## src/rtl/simd_pkg.sv

```systemverilog
package simd_pkg;

    // Operation codes: bit 3 selects unsigned lanes.
    typedef enum logic [3:0] {
        OP_S_ADD_H = 4'h0,
        OP_S_SUB_H = 4'h1,
        OP_S_ASX   = 4'h2,
        OP_S_SAX   = 4'h3,
        OP_S_ADD_B = 4'h4,
        OP_S_SUB_B = 4'h5,
        OP_U_ADD_H = 4'h8,
        OP_U_SUB_H = 4'h9,
        OP_U_ASX   = 4'hA,
        OP_U_SAX   = 4'hB,
        OP_U_ADD_B = 4'hC,
        OP_U_SUB_B = 4'hD
    } simd_op_e;

    // Decoded lane controls.
    typedef struct packed {
        logic legal;
        logic uns;
        logic byte_mode;
        logic xchg;
        logic hi_sub;
        logic lo_sub;
    } simd_ctrl_t;

    // Registered output stage states.
    typedef enum logic {
        ST_EMPTY = 1'b0,
        ST_FULL  = 1'b1
    } stage_st_e;

endpackage

```

## src/rtl/simd_op_decode.sv

```systemverilog
module simd_op_decode
    import simd_pkg::*;
(
    input  logic [3:0] op_code,
    output simd_ctrl_t ctrl
);

    always_comb begin
        ctrl     = '0;
        ctrl.uns = op_code[3];
        unique case (op_code)
            OP_S_ADD_H, OP_U_ADD_H: begin
                ctrl.legal = 1'b1;
            end
            OP_S_SUB_H, OP_U_SUB_H: begin
                ctrl.legal  = 1'b1;
                ctrl.hi_sub = 1'b1;
                ctrl.lo_sub = 1'b1;
            end
            OP_S_ASX, OP_U_ASX: begin
                ctrl.legal  = 1'b1;
                ctrl.xchg   = 1'b1;
                ctrl.lo_sub = 1'b1;
            end
            OP_S_SAX, OP_U_SAX: begin
                ctrl.legal  = 1'b1;
                ctrl.xchg   = 1'b1;
                ctrl.hi_sub = 1'b1;
            end
            OP_S_ADD_B, OP_U_ADD_B: begin
                ctrl.legal     = 1'b1;
                ctrl.byte_mode = 1'b1;
            end
            OP_S_SUB_B, OP_U_SUB_B: begin
                ctrl.legal     = 1'b1;
                ctrl.byte_mode = 1'b1;
                ctrl.hi_sub    = 1'b1;
                ctrl.lo_sub    = 1'b1;
            end
            default: begin
                ctrl = '0;
            end
        endcase
    end

endmodule

```

## src/rtl/simd_lane.sv

```systemverilog
module simd_lane #(
    parameter int LW = 8
) (
    input  logic          uns,
    input  logic          sub,
    input  logic [LW-1:0] a,
    input  logic [LW-1:0] b,
    output logic [LW-1:0] res,
    output logic          ge
);

    logic [LW:0] ea;
    logic [LW:0] eb;
    logic [LW:0] full;

    // Zero-extend unsigned lanes, sign-extend signed lanes.
    always_comb begin
        ea = {(uns ? 1'b0 : a[LW-1]), a};
        eb = {(uns ? 1'b0 : b[LW-1]), b};
        if (sub) begin
            full = ea - eb;
        end else begin
            full = ea + eb;
        end
        res = full[LW-1:0];
        // Unsigned add: the top bit is the carry. Otherwise it is the sign or the borrow.
        if (uns && !sub) begin
            ge = full[LW];
        end else begin
            ge = ~full[LW];
        end
    end

endmodule

```

## src/rtl/simd_lane_array.sv

```systemverilog
module simd_lane_array
    import simd_pkg::*;
#(
    parameter int DATA_W = 32
) (
    input  simd_ctrl_t        ctrl,
    input  logic [DATA_W-1:0] opa,
    input  logic [DATA_W-1:0] opb,
    output logic [DATA_W-1:0] res,
    output logic [3:0]        ge
);

    localparam int N_BYTE = 4;
    localparam int N_HALF = 2;
    localparam int BW     = DATA_W / N_BYTE;
    localparam int HW     = DATA_W / N_HALF;

    logic [DATA_W-1:0] byte_res;
    logic [N_BYTE-1:0] byte_ge;
    logic [DATA_W-1:0] half_res;
    logic [N_HALF-1:0] half_ge;

    for (genvar i = 0; i < N_BYTE; i++) begin : g_byte
        simd_lane #(.LW(BW)) u_lane (
            .uns (ctrl.uns),
            .sub (ctrl.lo_sub),
            .a   (opa[i*BW +: BW]),
            .b   (opb[i*BW +: BW]),
            .res (byte_res[i*BW +: BW]),
            .ge  (byte_ge[i])
        );
    end

    for (genvar h = 0; h < N_HALF; h++) begin : g_half
        logic [HW-1:0] partner;
        logic          lane_sub;
        // Exchange variants take the opposite halfword of operand B.
        assign partner  = ctrl.xchg ? opb[(N_HALF-1-h)*HW +: HW] : opb[h*HW +: HW];
        assign lane_sub = (h == N_HALF - 1) ? ctrl.hi_sub : ctrl.lo_sub;
        simd_lane #(.LW(HW)) u_lane (
            .uns (ctrl.uns),
            .sub (lane_sub),
            .a   (opa[h*HW +: HW]),
            .b   (partner),
            .res (half_res[h*HW +: HW]),
            .ge  (half_ge[h])
        );
    end

    always_comb begin
        if (!ctrl.legal) begin
            res = '0;
            ge  = '0;
        end else if (ctrl.byte_mode) begin
            res = byte_res;
            ge  = byte_ge;
        end else begin
            res = half_res;
            ge  = {half_ge[1], half_ge[1], half_ge[0], half_ge[0]};
        end
    end

endmodule

```

## src/rtl/simd_out_stage.sv

```systemverilog
module simd_out_stage
    import simd_pkg::*;
#(
    parameter int DATA_W  = 32,
    parameter int GE_W    = 4,
    parameter bit REG_OUT = 1'b1
) (
    input  logic              clk,
    input  logic              rst,
    input  logic              in_valid,
    input  logic [DATA_W-1:0] in_res,
    input  logic [GE_W-1:0]   in_ge,
    output logic              out_valid,
    output logic [DATA_W-1:0] out_res,
    output logic [GE_W-1:0]   out_ge
);

    if (REG_OUT) begin : g_reg
        stage_st_e         st_q;
        stage_st_e         st_d;
        logic [DATA_W-1:0] res_q;
        logic [GE_W-1:0]   ge_q;

        always_comb begin
            st_d = st_q;
            unique case (st_q)
                ST_EMPTY: st_d = in_valid ? ST_FULL : ST_EMPTY;
                ST_FULL:  st_d = in_valid ? ST_FULL : ST_EMPTY;
                default:  st_d = ST_EMPTY;
            endcase
        end

        always_ff @(posedge clk) begin
            if (rst) begin
                st_q <= ST_EMPTY;
            end else begin
                st_q <= st_d;
            end
        end

        always_ff @(posedge clk) begin
            if (rst) begin
                res_q <= '0;
                ge_q  <= '0;
            end else if (in_valid) begin
                res_q <= in_res;
                ge_q  <= in_ge;
            end
        end

        always_comb begin
            out_valid = (st_q == ST_FULL);
            out_res   = res_q;
            out_ge    = ge_q;
        end
    end else begin : g_pass
        always_comb begin
            out_valid = in_valid;
            out_res   = in_res;
            out_ge    = in_ge;
        end
    end

endmodule

```

## src/rtl/simd_lane_addsub.sv

```systemverilog
module simd_lane_addsub
    import simd_pkg::*;
#(
    parameter int DATA_W  = 32,
    parameter bit REG_OUT = 1'b1
) (
    input  logic              clk,
    input  logic              rst,
    input  logic              in_valid,
    input  logic [3:0]        op_code,
    input  logic [DATA_W-1:0] opa,
    input  logic [DATA_W-1:0] opb,
    output logic              out_valid,
    output logic [DATA_W-1:0] res,
    output logic [3:0]        ge
);

    localparam int GE_W = 4;

    simd_ctrl_t        ctrl;
    logic [DATA_W-1:0] lane_res;
    logic [GE_W-1:0]   lane_ge;

    simd_op_decode u_dec (
        .op_code (op_code),
        .ctrl    (ctrl)
    );

    simd_lane_array #(.DATA_W(DATA_W)) u_lanes (
        .ctrl (ctrl),
        .opa  (opa),
        .opb  (opb),
        .res  (lane_res),
        .ge   (lane_ge)
    );

    simd_out_stage #(
        .DATA_W  (DATA_W),
        .GE_W    (GE_W),
        .REG_OUT (REG_OUT)
    ) u_out (
        .clk       (clk),
        .rst       (rst),
        .in_valid  (in_valid),
        .in_res    (lane_res),
        .in_ge     (lane_ge),
        .out_valid (out_valid),
        .out_res   (res),
        .out_ge    (ge)
    );

endmodule

```

## config.mk

```make
export PLATFORM = sky130hd
export DESIGN_NAME = simd_lane_addsub
export DESIGN_NICKNAME = d
export VERILOG_FILES = /design/src/rtl/simd_pkg.sv /design/src/rtl/simd_op_decode.sv /design/src/rtl/simd_lane.sv /design/src/rtl/simd_lane_array.sv /design/src/rtl/simd_out_stage.sv /design/src/rtl/simd_lane_addsub.sv
export SDC_FILE = /design/constraint.sdc
export NUM_CORES = 1
export LEC_CHECK = 0
export BUFFER_PORTS_ARGS = -buffer_cell sky130_fd_sc_hd__buf_2
export CAP_MARGIN = 20
export CELL_PAD_IN_SITES_DETAIL_PLACEMENT = 1
export CELL_PAD_IN_SITES_GLOBAL_PLACEMENT = 2
export CORE_UTILIZATION = 33
export DETAILED_ROUTE_END_ITERATION = 6
export PLACE_DENSITY = 0.81
export SYNTH_ARGS = -nofsm -noshare
export SYNTH_HDL_FRONTEND = slang
export SYNTH_SLANG_ARGS = --single-unit
```

## constraint.sdc

```tcl
create_clock -name clk -period 4.65 [get_ports clk]
set_input_delay 0.2325 -clock clk [delete_from_list [all_inputs] [get_ports clk]]
set_output_delay 0.2325 -clock clk [all_outputs]
set_load 0.005 [all_outputs]
```

Word-level counts from Yosys, hierarchy flattened:

Index checks and enable logic that the tools add are counted.

* register bits: 37
* latch bits: 0
* RAM bits: 0
* memory bits (read-only): 0
* bits of input ports: 71
* output and inout port bits: 37
* logic and storage cells: 77
* memories: 0

* add/subtract/negate cells: 12
* multiply operators: 0
* div/mod/pow operators: 0
* $lt $le $gt $ge: 0
* equality and inequality tests: 11
* shift operators: 0
* muxes and demuxes: 35
* bitwise operators: 6
* reductions and logical operators: 10

Operators by type and width (number)
* $mux 32: 2
* $add 9x9->9: 4
* $mux 9: 4
* $sub 9x9->9: 4
* $add 17x17->17: 2
* $mux 17: 2
* $sub 17x17->17: 2
* $mux 16: 2
* $eq 4x4->1 const B: 6
* $mux 1: 23
* $reduce_or 12->1: 1
* $reduce_or 6->1: 2
* $eq 4x2->1 const B: 2
* $eq 4x3->1 const B: 2
* $mux 4: 2
* $reduce_or 4->1: 2
* $not 1->1: 6
* $eq 4x1->1 const B: 1
* $logic_not 4->1: 1
* $logic_and 1x1->1: 2
* $logic_not 1->1: 2

Logic depth before layout (Yosys ltp):

Gate-level depths: netlist (run 1).

* depth in word-level cells: 11
* depth in mapped cells: 21
* depth with buffers taken out: 18

Modules after synthesis:

From an unflattened synthesis (run 1), not the netlist that was laid out.

* cell total of the unflattened synthesis: 830
* area, all modules: 6727.7 µm²

Modules (own cells, without submodules)
* simd_lane at u_lanes.g_half[0].u_lane ...: times used 2, cells each 156, area each 1096.1 µm², seq. area each 0.0 µm²
* simd_lane at u_lanes.g_byte[0].u_lane ...: times used 4, cells each 69, area each 523.0 µm², seq. area each 0.0 µm²
* simd_out_stage: times used 1, cells each 118, area each 1332.5 µm², seq. area each 740.7 µm²
* simd_lane_array: times used 1, cells each 117, area each 1057.3 µm², seq. area each 0.0 µm²
* simd_op_decode: times used 1, cells each 7, area each 53.8 µm², seq. area each 0.0 µm²

Least setup slack after synthesis (run 1):

OpenSTA, ideal clock, no wires.

* path type: input to register
* from: input port op_code[1]
* to: register u_out.g_reg.res_q[30], in the netlist u_out.out_res[30]
* library setup time: 0.091 ns
* data arrival time: 3.831 ns
* required time: 4.559 ns
* slack: 0.728 ns
* stages on the path: 20
* buffers on the path: 3
* path through: nor2b_2 > buf_2 > buf_1 > buf_1 > nor2_1 > a21oi_1 > ha_1 > nand3_1 > a211oi_2 > nor2_1 > xor2_1 > ha_1 > nand4_1 > inv_1 > o211a_1 > or3_1 > a21o_1 > a21oi_1 > nand3b_1 > a311oi_1

* longest elaborated chain between the ends: 8
* elaborated cells on any way between the ends: 29
* classes of those cells: add/sub (2); eq/ne (11); mux (10); reduce/logical (6)

Ends and longest elaborated chain
* start: declaration: line simd_lane_addsub.sv:10 `input logic [3:0] op_code,`
* $eq 4x2->1 or $eq 4x4->1 (tied branches): line simd_op_decode.sv:11 `unique case (op_code)`
* $reduce_or 4->1 (no line)
* $mux 1: line simd_op_decode.sv:11
* $mux 16: line simd_lane_array.sv:38 `assign partner = ctrl.xchg ? opb[(N_HALF-1-h)*HW +: HW] : opb[h*HW +: HW];`
* $add 17x17->17 or $sub 17x17->17 (tied branches): line simd_lane.sv:23, simd_lane.sv:21
* $mux 17: line simd_lane.sv:20 `if (sub) begin`
* $mux 32: line simd_lane_array.sv:54 `end else if (ctrl.byte_mode) begin`
* $mux 32 *: line simd_lane_array.sv:51 `if (!ctrl.legal) begin`
* end signal: assignment: line simd_out_stage.sv:46 `res_q <= in_res;`
* end: declaration: line simd_out_stage.sv:21 `logic [DATA_W-1:0] res_q;`

Mark *: on every way between the ends. The rest lies on a longest branch, timed or not.
A chain may end at the register's enable or synchronous reset.

Final worst setup path (run 1):

* from: input port op_code[1]
* to: register u_out.g_reg.res_q[31], in the netlist u_out.out_res[31]

The elaborated chain is that of the path after synthesis.

==> load_flow_metrics.sql, run 1 <==
INSERT INTO impl_metrics (metric_group, metric, value, unit) VALUES
('status', 'run_status', 'complete, no violations', ''),
('timing', 'finalHoldViolations', '0', ''),
('worst_setup_path', 'rr_startpoint', 'u_out.out_res[29]', ''),
('detailed_routing', 'viasPerCell', '5.46', ''),
('timing', 'relSlewSlack', '37.0', '%'),
('detailed_routing', 'detail_route.wirelength', '22900', 'um'),
('yosys', 'yosys-top-cells-area', 'sky130_fd_sc_hd__ha_1 14%, sky130_fd_sc_hd__dfxtp_1 12%, sky130_fd_sc_hd__xnor2_1 8.6%', ''),
('worst_setup_path', 'critPathArrivalTime', '4.23', 'ns'),
('timing', 'worstMarginPinSlew', '0.943', 'ns'),
('power', 'sequentialPowerShare', '19.2', '%'),
('placed_design', 'detailed_place_hpwl', '18800', 'um'),
('power', 'combPwrFrac', '60.0', '%'),
('clock_network', 'maximum_clock_path_buffer_count', '2', ''),
('power', 'static-leakage-power', '3.33', 'nW'),
('yosys', 'synth_enable_flop_cells', '0', ''),
('power', 'totalPowerFinal', '1.95', 'mW'),
('yosys', 'synth_area', '6400', 'um2'),
('clock_network', 'numClockSinks', '37', ''),
('yosys', 'yosysSeqAreaShare', '11.6', '%'),
('timing', 'tns', '0', 'ns'),
('yosys', 'ys_dominant_reg_cell', 'sky130_fd_sc_hd__dfxtp_1', ''),
('timing', 'maxSlewViolCount', '0', ''),
('yosys', 'synth.top_cells.by_count', '120 x sky130_fd_sc_hd__nor2_1, 70 x sky130_fd_sc_hd__ha_1, 65 x sky130_fd_sc_hd__a21oi_1, 64 x sky130_fd_sc_hd__nand2_1, 63 x sky130_fd_sc_hd__xnor2_1', ''),
('timing', 'period_share', '86.8', '%'),
('die', 'start_util', '34.0', '%'),
('yosys', 'post_synth_inst_count', '887', ''),
('die', 'die_h', '141', 'um'),
('die', 'top_level_ports', '108', ''),
('clock_network', 'tritoncts', 'yes', ''),
('power', 'p_per_area', '268', 'nW/um2'),
('clock_network', 'post_cts_resized', '0', ''),
('worst_setup_path', 'rrSetupSlack', '3.78', 'ns'),
('placed_design', 'place_inst', '1215', ''),
('detailed_routing', 'route.vias.total', '6672', ''),
('timing', 'final_setup_skew', '0', 'ns'),
('yosys', 'syn_area_per_cell', '7.21', 'um2'),
('finish', 'antenna-diode-count', '0', ''),
('placed_design', 'buffers_on_ports', '107', ''),
('clock_network', 'post_cts_setup_buffer_count', '0', ''),
('yosys', 'ys_warn_count', '0', ''),
('grt', 'grtUsageTotal', '23.4', '%'),
('die', 'core_area', '18800', 'um2'),
('finish', 'nFillCells', '2399', ''),
('worst_setup_path', 'worst_ep_required_time', '4.84', 'ns'),
('grt', 'grt_max_degree', '39', ''),
('yosys', 'ys_async_sr_fraction', '0', '%'),
('timing', 'grt_setup_unrepaired', 'no', ''),
('power', 'power.net_switching', '0.845', 'mW'),
('worst_setup_path', 'cp-start-kind', 'input port', ''),
('detailed_routing', 'route.antenna.remaining_nets', '0', ''),
('power', 'clock_power_share', '20.8', '%'),
('grt', 'grt_first_pass_wirelength', '36300', 'um'),
('detailed_routing', 'drt-pass1-iter-count', '5', ''),
('worst_setup_path', 'cp-endpoint', 'u_out.out_res[31]', ''),
('die', 'floorplan.die_area', '19900', 'um2'),
('finish', 'register_area', '741', 'um2'),
('yosys', 'post-synth-top-area-cell', 'sky130_fd_sc_hd__ha_1', ''),
('finish', 'finalNonFillerCells', '1223', ''),
('worst_setup_path', 'regToRegEndpoint', 'u_out.out_res[29]', ''),
('placed_design', 'routabilityCongestion', '0.904', ''),
('finish', 'area_occupied_by_multi_input_gates', '5310', 'um2'),
('yosys', 'synth_top_area_share', '13.7', '%'),
('clock_network', 'root_buffer', 'sky130_fd_sc_hd__clkbuf_16', ''),
('timing', 'setup_viol_count_final', '0', ''),
('timing', 'fmaxAchievable', '248', 'MHz'),
('grt', 'grt_overflow', '0', ''),
('grt', 'first_global_vias', '6508', ''),
('die', 'row_count', '50', ''),
('power', 'power.ir.vdd_worst', '0.153', 'mV'),
('clock_network', 'tritoncts_buffer_count', '5', ''),
('worst_setup_path', 'timing_worst_setup_path_type', 'in2reg', '');
## flip-flops by register name, indices dropped and copies added (netlist names)
signal and flops:
u_out.out_res 32, u_out.out_ge 4, u_out.out_valid 1
## metrics by stage
step / instance area (um2) / worst slack [ns] / hold WS (ns)
floorplan: 6400 / 0.728 / 0.407
finish: 7310 / 0.615 / 0.417
detailed placement: 7130 / 0.387 / 0.466
global route: 7310 / 0.212 / 0.455
global placement: 7130 / 0.367 / 0.463
CTS: 7310 / 0.605 / 0.415
## cells in the final DEF (no fill, tap or decap), types with 3 or more instances in the layout
cell type,n
sky130_fd_sc_hd__nand2b_1,21
sky130_fd_sc_hd__o21ai_0,61
sky130_fd_sc_hd__o221a_2,6
sky130_fd_sc_hd__o21a_1,10
sky130_fd_sc_hd__clkbuf_16,5
sky130_fd_sc_hd__and2_1,3
sky130_fd_sc_hd__nand2_1,64
sky130_fd_sc_hd__buf_2,107
sky130_fd_sc_hd__o221ai_1,11
sky130_fd_sc_hd__a221o_1,5
sky130_fd_sc_hd__a31oi_1,17
sky130_fd_sc_hd__nor4_1,5
sky130_fd_sc_hd__nand4_1,4
sky130_fd_sc_hd__nor2_1,120
sky130_fd_sc_hd__a211oi_1,12
sky130_fd_sc_hd__a311oi_1,3
sky130_fd_sc_hd__inv_1,37
sky130_fd_sc_hd__a21o_1,20
sky130_fd_sc_hd__dfxtp_1,37
sky130_fd_sc_hd__o31ai_1,5
sky130_fd_sc_hd__xor2_1,42
sky130_fd_sc_hd__o21bai_1,4
sky130_fd_sc_hd__mux2i_1,30
sky130_fd_sc_hd__buf_4,10
sky130_fd_sc_hd__ha_1,70
sky130_fd_sc_hd__fa_1,6
sky130_fd_sc_hd__or3_1,6
sky130_fd_sc_hd__o211ai_1,4
sky130_fd_sc_hd__nor3_1,28
sky130_fd_sc_hd__xnor2_1,63
sky130_fd_sc_hd__nor2b_1,11
sky130_fd_sc_hd__a21oi_1,65
sky130_fd_sc_hd__and3_1,5
sky130_fd_sc_hd__o211a_1,3
sky130_fd_sc_hd__nand3_1,16
## layout make-up
class                   count  area share [%]
well taps                 260            4.45
repair buffers            117            8.36
inverters                  38            1.95
clock inverters             2           0.514
multi-input cells         763            72.7
flip-flops and latches     37            10.1
clock buffers               6            1.90
## worst max-delay path, cell delays in order
cell,delay (ns)
sky130_fd_sc_hd__buf_2,0.22
sky130_fd_sc_hd__nor2b_4,0.46
sky130_fd_sc_hd__nor2_1,0.07
sky130_fd_sc_hd__a21oi_1,0.19
sky130_fd_sc_hd__ha_1,0.26
sky130_fd_sc_hd__nand3_1,0.16
sky130_fd_sc_hd__a211oi_2,0.39
sky130_fd_sc_hd__o21ai_0,0.20
sky130_fd_sc_hd__nand2_1,0.12
sky130_fd_sc_hd__xnor2_1,0.21
sky130_fd_sc_hd__ha_1,0.38
sky130_fd_sc_hd__a21oi_1,0.24
sky130_fd_sc_hd__o21bai_1,0.09
sky130_fd_sc_hd__a21oi_1,0.17
sky130_fd_sc_hd__nand2_1,0.07
sky130_fd_sc_hd__a21oi_1,0.19
sky130_fd_sc_hd__xor2_1,0.11
sky130_fd_sc_hd__o211a_1,0.21
sky130_fd_sc_hd__nor4_1,0.25
## cells by family (layout without fill, tap and decap cells)
logic type / after synthesis / after routing / synth area share, %
AOI/OAI and AO/OA: 253 / 253 / 26.2
xor gates and xnor gates: 105 / 105 / 14.4
adders and majority gates: 76 / 76 / 15.6
buffers and inverters: 87 / 163 / 5.52
DFF: 37 / 37 / 11.6
muxes: 31 / 31 / 4.91
and+or+nand+nor: 298 / 298 / 21.8
## worst min-delay path by stage
| stage | startpoint | end | slack (ns) | cells past startpoint |
|---|---|---|---|---|
| 2_1_floorplan | in_valid | u_out.out_valid | 0.41 | 2 |
| 5_1_grt | in_valid | u_out.out_res[10] | 0.45 | 3 |
| 4_1_cts | in_valid | u_out.out_res[10] | 0.42 | 3 |
| 6_report | in_valid | u_out.out_res[10] | 0.42 | 3 |
| 3_3_place_gp | u_out.out_res[25] | u_out.out_res[25] | 0.46 | 2 |
| 3_5_place_dp | u_out.out_res[10] | u_out.out_res[10] | 0.47 | 2 |
## power groups by stage
stage | registers (mW) | logic (mW) | clock network, mW
global route | 0.380 | 1.31 | 0.428
CTS | 0.376 | 1.17 | 0.417
floorplan | 0.381 | 0.829 | 0
global placement | 0.382 | 1.15 | 0
finish | 0.375 | 1.17 | 0.406
detailed placement | 0.383 | 1.16 | 0
## layer usage
layer / GRT usage, % / up-vias / wire length (um)
met5: 0 / - / 0
met4: 4.23 / 0 / 222
met3: 1.09 / 12 / 860
met2: 37.2 / 150 / 9940
met1: 35.0 / 3190 / 11900
li1: - / 3320 / -
Note: power is estimated with default switching activity, not from simulation.
==> run 2: changes to the inputs <==
--- a/config.mk
+++ b/config.mk
@@ -9,9 +9,11 @@
 export CAP_MARGIN = 20
 export CELL_PAD_IN_SITES_DETAIL_PLACEMENT = 1
 export CELL_PAD_IN_SITES_GLOBAL_PLACEMENT = 2
+export CORE_MARGIN = 5
 export CORE_UTILIZATION = 33
 export DETAILED_ROUTE_END_ITERATION = 6
 export PLACE_DENSITY = 0.81
+export RECOVER_POWER = 100
 export SYNTH_ARGS = -nofsm -noshare
 export SYNTH_HDL_FRONTEND = slang
 export SYNTH_SLANG_ARGS = --single-unit
==> load_flow_metrics.sql, run 2 (same netlist as run 1, synthesis figures left out) <==
INSERT INTO impl_metrics (metric_group, metric, value, unit) VALUES
('status', 'run_status', 'finished with violations', ''),
('status', 'failing_checks', 'capacitance limit, slew limit', ''),
('finish', 'largest_register_ff_count', '32', ''),
('timing', 'fmaxAchievable', '243', 'MHz'),
('clock_network', 'tritoncts_buffer_count', '5', ''),
('power', 'totalPowerFinal', '1.89', 'mW'),
('power', 'power.net_switching', '0.852', 'mW'),
('detailed_routing', 'route.vias.total', '6677', ''),
('clock_network', 'post_cts_setup_buffer_count', '0', ''),
('timing', 'worstMarginPinSlew', '1.86', 'ns'),
('worst_setup_path', 'worst_ep_required_time', '4.83', 'ns'),
('worst_setup_path', 'critical-path-slowest-cell', 'sky130_fd_sc_hd__o41ai_1', ''),
('timing', 'final_setup_skew', '0', 'ns'),
('clock_network', 'root_buffer', 'sky130_fd_sc_hd__clkbuf_16', ''),
('detailed_routing', 'route.antenna.remaining_nets', '0', ''),
('worst_setup_path', 'total_buffers_and_inverters_traversed_by_the_critical_path', '1', ''),
('die', 'row_count', '51', ''),
('finish', 'post_route_cells_drive_above_1_share', '13.2', '%'),
('clock_network', 'worst_skew_pair.late_latency', '0.29', 'ns'),
('worst_setup_path', 'cp_cell_sequence', 'clkbuf_1 -> nand2b_2 -> o21ai_2 -> nor2_1 -> xnor2_1 -> nand2_1 -> nand2_1 -> ha_1 -> o211ai_1 -> a21oi_1 -> o41ai_1 -> o21ai_0 -> a221oi_1 -> xnor2_1 -> a221o_1', ''),
('placed_design', 'post_dp_cell_area', '7150', 'um2'),
('flow_run', 'max-cap-violations', '1', ''),
('detailed_routing', 'detailedRoute.firstIterationViolations', '324', ''),
('timing', 'relSlewSlack', '-24.1', '%'),
('power', 'clock_power_share', '17.9', '%'),
('finish', 'area_occupied_by_multi_input_gates', '5300', 'um2'),
('finish', 'finalNonFillerCells', '1230', ''),
('finish', 'antenna-diode-count', '0', ''),
('clock_network', 'clk_pin_slew', '0.06', 'ns'),
('worst_setup_path', 'timing_worst_setup_path_type', 'in2reg', ''),
('die', 'core_area', '19300', 'um2'),
('worst_setup_path', 'critPathArrivalTime', '4.29', 'ns'),
('die', 'top_level_ports', '108', ''),
('placed_design', 'place_inst', '1222', ''),
('timing', 'tns', '0', 'ns'),
('grt', 'first_global_vias', '6624', ''),
('power', 'power.ir.vdd_worst', '0.117', 'mV'),
('power', 'static-leakage-power', '3.24', 'nW'),
('placed_design', 'routabilityCongestion', '0.919', ''),
('die', 'die_h', '149', 'um'),
('clock_network', 'maximum_clock_path_buffer_count', '2', ''),
('timing', 'period_share', '88.4', '%'),
('clock_network', 'tritoncts', 'yes', ''),
('timing', 'finalHoldViolations', '0', ''),
('clock_network', 'cts-hold-fix-buffers', '0', ''),
('detailed_routing', 'post_drt_wl_per_cell', '19.2', 'um'),
('finish', 'nFillCells', '2486', ''),
('detailed_routing', 'drt-pass1-iter-count', '5', ''),
('timing', 'time_the_final_worst_path_needs_with_i_o_delays_and_setup', '4.11', 'ns'),
('die', 'floorplan.die_area', '22300', 'um2'),
('min_path', 'hold_path_class', 'in2reg', ''),
('placed_design', 'detailed_place_hpwl', '19700', 'um'),
('power', 'p_per_area', '260', 'nW/um2'),
('worst_setup_path', 'critPathMaxStageDelay', '0.73', 'ns'),
('die', 'die_width', '149', 'um'),
('power', 'p_int', '1.03', 'mW'),
('timing', 'grt_setup_unrepaired', 'no', ''),
('finish', 'most_common_library_cell_in_the_layout_ignoring_fill_and_taps', 'sky130_fd_sc_hd__nor2_1', ''),
('worst_setup_path', 'critPathMaxFanout', '12', ''),
('power', 'sequentialPowerShare', '19.9', '%'),
('timing', 'final_critical_path_setup_slack', '0.539', 'ns'),
('finish', 'register_area', '741', 'um2'),
('grt', 'grt_first_pass_wirelength', '36900', 'um'),
('grt', 'grt_overflow', '0', ''),
('finish', 'finish.net_count', '1111', ''),
('grt', 'antenna_found_initial', '0', ''),
('worst_setup_path', 'critical_path.endpoint_type', 'flip-flop', ''),
('finish', 'flow.area_growth_from_synthesis', '13.3', '%'),
('worst_setup_path', 'cp-start-kind', 'input port', ''),
('timing', 'holdWs', '0.317', 'ns'),
('die', 'start_util', '33.2', '%'),
('finish', 'final_cell_mix', '120 x sky130_fd_sc_hd__nor2_1, 87 x sky130_fd_sc_hd__buf_2, 70 x sky130_fd_sc_hd__ha_1', ''),
('timing', 'maxSlewViolCount', '39', ''),
('clock_network', 'post_cts_resized', '0', ''),
('grt', 'grt_max_degree', '55', ''),
('power', 'combPwrFrac', '62.2', '%'),
('worst_setup_path', 'cpLargestDelayFamily', 'compound AO/OA/AOI/OAI gates', ''),
('power', 'power.switching_fraction', '45.2', '%'),
('detailed_routing', 'viasPerCell', '5.43', ''),
('finish', 'final_util', '37.6', '%'),
('timing', 'setup_viol_count_final', '0', ''),
('detailed_routing', 'detail_route.drc_violations', '0', ''),
('detailed_routing', 'detail_route.wirelength', '23600', 'um'),
('clock_network', 'numClockSinks', '37', ''),
('finish', 'final_area', '7250', 'um2'),
('clock_network', 'cts.htree.levels', '2', ''),
('grt', 'grtUsageTotal', '20.9', '%'),
('placed_design', 'place_worst_setup_slack', '0.405', 'ns'),
('placed_design', 'buffers_on_ports', '107', '');
run 2: cell types whose count changed in the layout (fill, tap and decap cells not counted):
cell and change:
sky130_fd_sc_hd__clkbuf_1 +23, sky130_fd_sc_hd__clkinvlp_4 -1, sky130_fd_sc_hd__buf_2 -20, sky130_fd_sc_hd__clkbuf_8 -1
sky130_fd_sc_hd__clkinv_2 +2, sky130_fd_sc_hd__bufinv_16 -1, sky130_fd_sc_hd__and2_1 -1, sky130_fd_sc_hd__and2_0 +1
sky130_fd_sc_hd__o41ai_1 +1, sky130_fd_sc_hd__o41ai_2 -1
run 2: area by class of cell:
class | count | share of cell area [%]
clock buffer | 6 | 1.78
multi-input combinational | 763 | 73.1
tap | 265 | 4.57
clock inverter | 2 | 0.138
inverter | 38 | 1.97
sequential | 37 | 10.2
timing repair buffer | 119 | 8.18
run 2: path summary, 6_finish.rpt:
| path | from | endpoint | slack (ns) | cells past startpoint |
|---|---|---|---|---|
| worst min register to register | u_out.out_res[25] | u_out.out_res[25] | 0.47 | 2 |
| worst max-delay path | op_code[2] | u_out.out_ge[1] | 0.54 | 15 |
| worst max register to register | u_out.out_res[29] | u_out.out_res[29] | 3.77 | 3 |
| worst min-delay path | in_valid | u_out.out_res[13] | 0.32 | 3 |
run 2: power groups by stage:
stage          registers (mW)  clock network (mW)  logic [mW]
2_1_floorplan           0.381                   0       0.829
5_1_grt                 0.381               0.365        1.30
6_report                0.376               0.337        1.17
3_3_place_gp            0.382                   0        1.17
3_5_place_dp            0.382                   0        1.18
4_1_cts                 0.376               0.351        1.18
run 2: layer usage:
| metal | track usage (%) | vias to the layer above | wire, um | part of all wire, % |
|---|---|---|---|---|
| li1 | - | 3327 | - | - |
| met1 | 31.0 | 3197 | 12000 | 51 |
| met2 | 33.7 | 136 | 10400 | 44 |
| met3 | 1.58 | 17 | 849 | 3.6 |
| met4 | 3.71 | 0 | 283 | 1.2 |
| met5 | 0 | - | 0 | 0 |
run 2: worst reg2reg max path, stage by stage, from the launching register on:
cell and delay, ns:
sky130_fd_sc_hd__dfxtp_1 0.33, sky130_fd_sc_hd__o21bai_1 0.07, sky130_fd_sc_hd__or2_2 0.29, sky130_fd_sc_hd__o22ai_1 0.11
